File: src/rtl/sdr_pipe_pkg.sv
// Shared definitions for the CAS latency data pipeline.
// Assumes byte lanes of eight bits on the data bus.
package sdr_pipe_pkg;

    localparam int BYTE_W = 8;

    // Direction of the open burst.
    typedef enum logic {
        DIR_RD = 1'b0,
        DIR_WR = 1'b1
    } burst_dir_e;

endpackage

File: src/rtl/sdr_burst_ctl.sv
// Burst tracker: turns the decoded command strobes and the column-valid
// stream into read and write beats.
// Assumes at most one of read/write is meant per cycle; a read wins a tie.
// A stop or precharge closes the burst and suppresses the beat of its own cycle.
module sdr_burst_ctl
    import sdr_pipe_pkg::*;
(
    input  logic clk,
    input  logic rst_n,
    input  logic rd_cmd_i,
    input  logic wr_cmd_i,
    input  logic stop_i,
    input  logic pre_i,
    input  logic beat_vld_i,
    output logic rd_beat_o,
    output logic wr_beat_o
);

    logic       open_q, open_d;
    burst_dir_e dir_q, dir_d;

    // Decide this cycle's beat and the next burst state.
    always_comb begin
        rd_beat_o = 1'b0;
        wr_beat_o = 1'b0;
        open_d    = open_q;
        dir_d     = dir_q;
        if (rd_cmd_i) begin
            open_d    = 1'b1;
            dir_d     = DIR_RD;
            rd_beat_o = beat_vld_i;
        end else if (wr_cmd_i) begin
            open_d    = 1'b1;
            dir_d     = DIR_WR;
            wr_beat_o = beat_vld_i;
        end else if (stop_i || pre_i) begin
            open_d    = 1'b0;
        end else if (open_q) begin
            rd_beat_o = beat_vld_i && (dir_q == DIR_RD);
            wr_beat_o = beat_vld_i && (dir_q == DIR_WR);
        end
    end

    // Hold the burst state between cycles.
    always_ff @(posedge clk or negedge rst_n) begin
        if (!rst_n) begin
            open_q <= 1'b0;
            dir_q  <= DIR_RD;
        end else begin
            open_q <= open_d;
            dir_q  <= dir_d;
        end
    end

endmodule

File: src/rtl/sdr_rd_pipe.sv
// Read latency pipeline: a shift register MAX_CL stages deep that carries
// a valid flag and the array word, tapped at the selected latency.
// Assumes lat_i holds its value while a burst drains; a latency of zero or
// above MAX_CL taps nothing.
module sdr_rd_pipe #(
    parameter int DATA_W = 32,
    parameter int MAX_CL = 3,
    parameter int CL_W   = 2
) (
    input  logic              clk,
    input  logic              rst_n,
    input  logic              in_vld_i,
    input  logic [DATA_W-1:0] in_data_i,
    input  logic [CL_W-1:0]   lat_i,
    output logic              out_vld_o,
    output logic [DATA_W-1:0] out_data_o
);

    logic [MAX_CL-1:0]             stg_vld_q;
    logic [MAX_CL-1:0][DATA_W-1:0] stg_dat_q;

    // Shift each beat one stage per clock.
    always_ff @(posedge clk or negedge rst_n) begin
        if (!rst_n) begin
            stg_vld_q <= '0;
            stg_dat_q <= '0;
        end else begin
            stg_vld_q[0] <= in_vld_i;
            stg_dat_q[0] <= in_data_i;
            for (int i = 1; i < MAX_CL; i++) begin
                stg_vld_q[i] <= stg_vld_q[i-1];
                stg_dat_q[i] <= stg_dat_q[i-1];
            end
        end
    end

    // Pick the stage that matches the selected latency.
    always_comb begin
        out_vld_o  = 1'b0;
        out_data_o = '0;
        for (int i = 0; i < MAX_CL; i++) begin
            if (lat_i == CL_W'(i + 1)) begin
                out_vld_o  = stg_vld_q[i];
                out_data_o = stg_dat_q[i];
            end
        end
    end

endmodule

File: src/rtl/sdr_dqm_ctl.sv
// Byte mask timing. Read masks pass through a delay line RD_DQM_LAT deep,
// so the mask is independent of the read latency. Write masks apply at once.
// Assumes RD_DQM_LAT is at least one.
module sdr_dqm_ctl #(
    parameter int LANES      = 4,
    parameter int RD_DQM_LAT = 2
) (
    input  logic             clk,
    input  logic             rst_n,
    input  logic [LANES-1:0] dqm_i,
    input  logic             wr_beat_i,
    output logic [LANES-1:0] rd_mask_o,
    output logic [LANES-1:0] wr_be_o
);

    logic [RD_DQM_LAT-1:0][LANES-1:0] mask_q;

    // Delay the sampled mask for the read direction.
    always_ff @(posedge clk or negedge rst_n) begin
        if (!rst_n) begin
            mask_q <= '0;
        end else begin
            mask_q[0] <= dqm_i;
            for (int i = 1; i < RD_DQM_LAT; i++) begin
                mask_q[i] <= mask_q[i-1];
            end
        end
    end

    // Present the delayed read mask.
    always_comb rd_mask_o = mask_q[RD_DQM_LAT-1];

    // Write strobes: lanes of a write beat not blocked by this cycle's mask.
    always_comb wr_be_o = {LANES{wr_beat_i}} & ~dqm_i;

endmodule

File: src/rtl/sdr_data_pipe.sv
// Top of the CAS latency data pipeline. Links the burst tracker, the read
// latency pipeline and the byte mask timing, and gates read lanes to zero
// when their enable is low.
// Assumes DATA_W is a multiple of eight and cl_sel_i is held steady across
// a burst and its drain.
module sdr_data_pipe #(
    parameter int DATA_W     = 32,
    parameter int MAX_CL     = 3,
    parameter int RD_DQM_LAT = 2,
    parameter int CL_W       = 2
) (
    input  logic                               clk,
    input  logic                               rst_n,
    input  logic [CL_W-1:0]                    cl_sel_i,
    input  logic                               rd_cmd_i,
    input  logic                               wr_cmd_i,
    input  logic                               stop_i,
    input  logic                               pre_i,
    input  logic                               beat_vld_i,
    input  logic [DATA_W/sdr_pipe_pkg::BYTE_W-1:0] dqm_i,
    input  logic [DATA_W-1:0]                  wr_data_i,
    input  logic [DATA_W-1:0]                  arr_rd_data_i,
    output logic [DATA_W-1:0]                  rd_data_o,
    output logic [DATA_W/sdr_pipe_pkg::BYTE_W-1:0] rd_oe_o,
    output logic [DATA_W-1:0]                  wr_data_o,
    output logic [DATA_W/sdr_pipe_pkg::BYTE_W-1:0] wr_be_o
);
    import sdr_pipe_pkg::*;

    localparam int LANES = DATA_W / BYTE_W;

    logic              rd_beat, wr_beat;
    logic [CL_W-1:0]   lat_eff;
    logic              tap_vld;
    logic [DATA_W-1:0] tap_data;
    logic [LANES-1:0]  rd_mask;

    // Map the reserved latency code zero onto one cycle.
    always_comb lat_eff = (cl_sel_i == '0) ? CL_W'(1) : cl_sel_i;

    sdr_burst_ctl u_burst (
        .clk        (clk),
        .rst_n      (rst_n),
        .rd_cmd_i   (rd_cmd_i),
        .wr_cmd_i   (wr_cmd_i),
        .stop_i     (stop_i),
        .pre_i      (pre_i),
        .beat_vld_i (beat_vld_i),
        .rd_beat_o  (rd_beat),
        .wr_beat_o  (wr_beat)
    );

    sdr_rd_pipe #(
        .DATA_W (DATA_W),
        .MAX_CL (MAX_CL),
        .CL_W   (CL_W)
    ) u_rd_pipe (
        .clk        (clk),
        .rst_n      (rst_n),
        .in_vld_i   (rd_beat),
        .in_data_i  (arr_rd_data_i),
        .lat_i      (lat_eff),
        .out_vld_o  (tap_vld),
        .out_data_o (tap_data)
    );

    sdr_dqm_ctl #(
        .LANES      (LANES),
        .RD_DQM_LAT (RD_DQM_LAT)
    ) u_dqm (
        .clk       (clk),
        .rst_n     (rst_n),
        .dqm_i     (dqm_i),
        .wr_beat_i (wr_beat),
        .rd_mask_o (rd_mask),
        .wr_be_o   (wr_be_o)
    );

    // Output enable per lane: valid tapped word and lane not masked.
    always_comb rd_oe_o = {LANES{tap_vld}} & ~rd_mask;

    // Write data goes straight to the array; strobes qualify it.
    always_comb wr_data_o = wr_data_i;

    // Drive zero on every lane whose enable is low.
    for (genvar g = 0; g < LANES; g++) begin : g_lane
        assign rd_data_o[g*BYTE_W +: BYTE_W] =
            rd_oe_o[g] ? tap_data[g*BYTE_W +: BYTE_W] : '0;
    end

endmodule

File: config.mk
export PLATFORM = sky130hd
export DESIGN_NAME = sdr_data_pipe
export DESIGN_NICKNAME = d
export VERILOG_FILES = /design/src/rtl/sdr_pipe_pkg.sv /design/src/rtl/sdr_burst_ctl.sv /design/src/rtl/sdr_rd_pipe.sv /design/src/rtl/sdr_dqm_ctl.sv /design/src/rtl/sdr_data_pipe.sv
export SDC_FILE = /design/constraint.sdc
export NUM_CORES = 1
export LEC_CHECK = 0
export BUFFER_PORTS_ARGS = -buffer_cell sky130_fd_sc_hd__buf_2
export CAP_MARGIN = 20
export CELL_PAD_IN_SITES_DETAIL_PLACEMENT = 0
export CELL_PAD_IN_SITES_GLOBAL_PLACEMENT = 2
export CORE_MARGIN = 1
export CORE_UTILIZATION = 28
export DETAILED_ROUTE_END_ITERATION = 10
export GPL_TIMING_DRIVEN = 0
export PLACE_DENSITY_LB_ADDON = 0.1
export SETUP_SLACK_MARGIN = 0.05
export SYNTH_ARGS = -nofsm -noshare
export SYNTH_HDL_FRONTEND = slang
export SYNTH_SLANG_ARGS = --single-unit
File: constraint.sdc
create_clock -name clk -period 1.1 [get_ports clk]
set_input_delay 0.11 -clock clk [delete_from_list [all_inputs] [get_ports clk]]
set_output_delay 0.11 -clock clk [all_outputs]
set_load 0.05 [all_outputs]
== After elaboration in Yosys (flattened, before gate mapping) ==
Index checks and enable logic that the tools add are counted.
Widths: inputs -> output; s select.

* Flip-flop bits (word level): 109
* Input bits: 77
* Word-level logic and storage cells: 46

* Equality and inequality tests: 3
* Muxes and demuxes: 24
* Bitwise logic cells: 5
* Reduce and logical (&&, ||, !) cells: 6

{| class="wikitable"
|+ Operators by type and width
! kind !! count
|-
| $mux 32 || 3
|-
| $mux 8 || 4
|-
| $mux 1 || 16
|-
| $and 4x4->4 || 2
|-
| $not 4->4 || 2
|-
| $eq 2x2->1 const B || 2
|-
| $reduce_bool 3->1 || 1
|-
| $eq 2x1->1 const B || 1
|-
| $logic_and 1x1->1 || 2
|-
| $logic_not 2->1 || 1
|-
| $mux 2 || 1
|-
| $reduce_bool 2->1 || 1
|-
| $logic_or 1x1->1 || 1
|-
| $not 1->1 || 1
|}

== Logic depth before layout (Yosys ltp) ==
* Depth after elaboration: 8
* Gate-level depth with buffers: 4
* Depth with buffers taken out: 3

== Modules after synthesis ==
A second synthesis with hierarchy kept.

* Cells, all modules: 275
* Area, all modules: 4342.9 um2

{| class="wikitable"
|+ By module, submodules not included
! module !! instances !! cells an instance !! area an instance (um2) !! sequential area each (um2)
|-
| sdr_rd_pipe || 1 || 178 || 3382.0 || 2477.4
|-
| sdr_data_pipe || 1 || 73 || 600.6 || 0.0
|-
| sdr_dqm_ctl || 1 || 16 || 265.3 || 200.2
|-
| sdr_burst_ctl || 1 || 8 || 95.1 || 50.0
|}

== Worst setup path after synthesis ==
No wires, ideal clock.

* Kind: register -> output
* Start: reg u_dqm.mask_q (netlist bit u_dqm.rd_mask_o[0])
* End: out rd_data_o[0]
* Arrival: 1833 ps
* Required time: 990 ps
* Slack: -843 ps
* Cell stages (with the launch flop): 4
* Path buffers: 0
* Path through: dfrtp_1 -> o21ba_2 -> o21ai_4 -> a211oi_1

* Word-level cells in the longest chain between the ends: 3

{| class="wikitable"
|+ RTL lines
! element !! RTL line !! RTL
|-
| start, declared || sdr_dqm_ctl.sv:16 || <nowiki>logic [RD_DQM_LAT-1:0][LANES-1:0] mask_q;</nowiki>
|-
| start signal, assigned by index || sdr_dqm_ctl.sv:25 || <nowiki>mask_q[i] <= mask_q[i-1];</nowiki>
|-
| $not 4->4 || sdr_data_pipe.sv:80 || <nowiki>always_comb rd_oe_o = {LANES{tap_vld}} & ~rd_mask;</nowiki>
|-
| $and 4x4->4 || sdr_data_pipe.sv:80 ||
|-
| $mux 8 || sdr_data_pipe.sv:88 || <nowiki>rd_oe_o[g] ? tap_data[g*BYTE_W +: BYTE_W] : '0;</nowiki>
|-
| end, declared || sdr_data_pipe.sv:23 || <nowiki>output logic [DATA_W-1:0] rd_data_o,</nowiki>
|}

Every way passes these cells.

== Final worst setup path ==
* Start: reg u_rd_pipe.stg_vld_q[1]
* End: out rd_data_o[24]

* Word-level cells in the longest chain between the ends: 4

{| class="wikitable"
|+ RTL lines
! element !! RTL line !! RTL
|-
| start, declared || sdr_rd_pipe.sv:19 || <nowiki>logic [MAX_CL-1:0] stg_vld_q;</nowiki>
|-
| start signal, assigned by index || sdr_rd_pipe.sv:31 || <nowiki>stg_vld_q[i] <= stg_vld_q[i-1];</nowiki>
|-
| $mux 1 (2 in series) || sdr_rd_pipe.sv:42 || <nowiki>if (lat_i == CL_W'(i + 1)) begin</nowiki>
|-
| $and 4x4->4 || sdr_data_pipe.sv:80 ||
|-
| $mux 8 || sdr_data_pipe.sv:88 ||
|}

Every way passes these cells.

==> metrics list <==
- From bottom edge to top edge, the die measures 120 um.
- By instance count, the leading cell after synthesis is sky130_fd_sc_hd__dfrtp_1.
- Synth cell count leaders: 109 x sky130_fd_sc_hd__dfrtp_1, 37 x sky130_fd_sc_hd__buf_4, 37 x sky130_fd_sc_hd__nor2_1, 32 x sky130_fd_sc_hd__a211oi_1, 32 x sky130_fd_sc_hd__mux2i_1
* Synth area leader: sky130_fd_sc_hd__dfrtp_1
- The count of nets left with antenna violations once routing finished came out at 0.
- Final period util: 160%
- Data required time of the worst path: 990 ps
- The highest metal layer carrying signal wires in the routed design is met4.
- Counting every sink on the clock net gives 109.
- CTS built an H-tree with a depth of 3.
- Along the worst path, the maximum fanout reaches 8.
- The area growth from synthesis to layout is 55.0%.
- Global routing used 12.7% of the available tracks across all layers.
- The flow ran to the end, but the final reports show violations.
- Number of distinct standard cells referenced by the synthesized netlist: 14
* Final worst slack: -661 ps
- Of the cells placed in the final design, the portion with a size suffix greater than 1 is 50.7%.
- Top cell type's share of synthesized area: 69.8%
- Routed length per instance: 13.4 um
* Std-Cell Core Area: 13,500 um^2
- Synthesis inferred 109 register bits.
- Sequential cell area fraction in the yosys report: 69.8%
- # port buffers: 115
* WL met2: 4.03 mm
- The floorplan step set the die width to 120 um.
- Average cell area after synthesis: 14.4 um^2
* Congestion Overflow GR: 0
* Most used flip-flop cell after synthesis: sky130_fd_sc_hd__dfrtp_1
* Number of remaining DRC errors: 0
* Clock tree root driver cell: sky130_fd_sc_hd__clkbuf_16
- Wire length after detailed routing: 8.41 mm
- Cell area after synthesis: 3910 um^2
* Kind of start point of the critical path: flop
- On the final layout, the worst hold slack is -190 ps.
* Setup violation total in the final timing report: 40
- DRT iter0 DRCs: 95
- Max-Cap Viols: 0
- Final net count: 522
* Wire length of the first global-routing pass: 13.6 mm
- EDFF count, synth: 0
- Violated checks: negative hold slack, negative setup slack
* Ranking of synthesized cells by area: sky130_fd_sc_hd__dfrtp_1 70%, sky130_fd_sc_hd__mux2i_1 8.2%, sky130_fd_sc_hd__buf_4 7.1%, sky130_fd_sc_hd__a211oi_1 6.1%, sky130_fd_sc_hd__nor2_1 3.6%
- The number of antenna diodes in the final layout is 0.
- Worst Hold Class: input port to asynchronous set/reset pin
- Setup repair after global routing could not meet its margin everywhere.
- Yosys warnings: 0
* Initial antenna violation count: 0
* Count of hold-fix buffers inserted at cts: 38
- Slowest library cell on the worst path: sky130_fd_sc_hd__dfrtp_1
- Headroom to the max-slew limit: 39.0%
- Power density relative to cell area: 1510 nW/um^2
- At the pin with the least slew margin, the transition time is 914 ps.
- Met3 routed wirelength: 529 um
- Total number of vias: 2,606
- Routability-driven placement finished with a final weighted congestion of 0.634.
* Pleak: 0.00279 uW
- The first detailed-routing pass took 4 iterations.
- Met1 Wirelength: 3.73 mm
- Via count normalized by instance count: 4.16
- STA classifies the critical path endpoint as an output port.
- Final hold violations: 53
- Counting every net in the synthesized netlist gives 349.
* Die Footprint: 14,400 um^2
- Number of cell rows: 42
- Clock skew after layout: 3.36 ps
- Clock-pin slew was measured on the worst setup and hold paths at 70 ps.
* Via count of the first global-routing pass: 2,632
- Number of clock buffers inserted by TritonCTS: 9
- The clock reaches the later pin of the worst-skew pair after 340 ps.
- The count of final max-slew check failures came to 0.
* Startpoint-to-endpoint class of the critical path: flop to output port
- Post-route minimum period: 1760 ps
* Top Ports: 149
* Finished Core Util: 45.0%
- Fraction of synthesis flops using an asynchronous set or reset pin: 100%
* Initial core utilization: 29.1%
- Post-detailed-placement half-perimeter wirelength: 5.53 mm
- The cell count after synthesis came out at 272.
- Entering global routing, the biggest net connects 57 pins.
- Arrival time at the worst endpoint: 1650 ps
- Traced cell by cell, the critical path runs through mux2_4 -> o21ai_4 -> buf_12 -> a211oi_2 -> buf_6.
- IR analysis of the VDD net gives a maximum drop of 0.919 mV.
- Clock Path Buffers: 2
* Biggest cell delay along the critical path: 380 ps
- Based on the critical path, the design can be clocked at up to 568 MHz.
* CTS tree: built
layer usage:
metal	vias to the layer above	GRT usage, %
met2	100	20.2
met1	1263	16.1
li1	1234	-
met3	9	4.52
met4	0	4.22
met5	-	0
report_power, final:
part	total, uW	switching [uW]	leakage [uW]	internal [uW]
Combinational	1630	995	0.00138	634
Sequential	4290	80.8	0.00127	4210
Clock	3200	1380	0.000143	1820
Total	9120	2460	0.00279	6670
cell usage in the layout (no fill, tap or decap), drive strengths merged, types with 2 or more instances in the layout:
cell type and count:
nor3b 2, mux2i 32, inv 5, dlygate4sd3 38, buf 164, clkbuf 15, o21ba 5, nor2 37
a211oi 32, clkinv 2, o21ai 4, dfrtp 109
flip-flops by register name, summed over array words and instances (netlist names):
register             flops
u_rd_pipe.stg_dat_q     96
u_dqm.mask_q             4
u_dqm.rd_mask_o          4
u_rd_pipe.stg_vld_q      3
u_burst.dir_q            1
u_burst.open_q           1
critical path: cells and delay by family (launching register included):
kind	cells	cell delay, ps
buffers and inverters	2	370
flip-flops	1	380
AO/OA/AOI/OAI	2	220
multiplexers	1	330
kinds of logic (layout without fill, tap and decap cells):
kind of cell,count (synthesis),after routing,share of synthesized area (%)
AO/OA/AOI/OAI,42,42,9.28
buffers and inverters,48,226,8.26
flip-flops,109,109,69.8
multiplexers,33,33,8.58
AND/OR/NAND/NOR,40,40,4.10
final timing paths:
path	start	slack, ps	cells past startpoint	to
hold / removal	rst_n	-190	1	u_rd_pipe.stg_dat_q[33]
min in group clk	beat_vld_i	40	2	u_rd_pipe.stg_vld_q[0]
setup / recovery	u_rd_pipe.stg_vld_q[1]	-660	5	rd_data_o[24]
setup reg to reg	u_burst.open_q	170	2	u_burst.open_q
max in group asynchronous	rst_n	570	2	u_dqm.mask_q[0]
hold reg to reg	u_dqm.mask_q[2]	350	0	u_dqm.rd_mask_o[2]
layout make-up:
cell class | count | area (um^2)
Multi-Input combinational cell | 115 | 1140
Tap cell | 176 | 220
Inverter | 5 | 21.3
Clock buffer | 12 | 246
Clock inverter | 4 | 47.5
Buffer | 43 | 305
Sequential cell | 109 | 2730
Timing Repair Buffer | 162 | 1350
Fill cell | 1293 | 7390
stage by stage:
step,power [uW],TNS [ps],instance area [um^2],instances,setup slack (ps)
2_1_floorplan,5320,-13840,4150,272,-381
3_3_place_gp,5710,-173010,4940,563,-1410
3_5_place_dp,5730,-20410,4970,564,-564
4_1_cts,9290,-26710,6030,626,-723
5_1_grt,9550,-28320,6060,626,-750
6_report,9120,-24640,6060,626,-661
repair_timing:
item,CTS,global route
pin swaps,7,3
resized for setup,89,4
setup endpoints to repair,40,40
endpoints found under the hold margin,90,53
setup buffers,8,0
(Power assumes the default switching activity.)
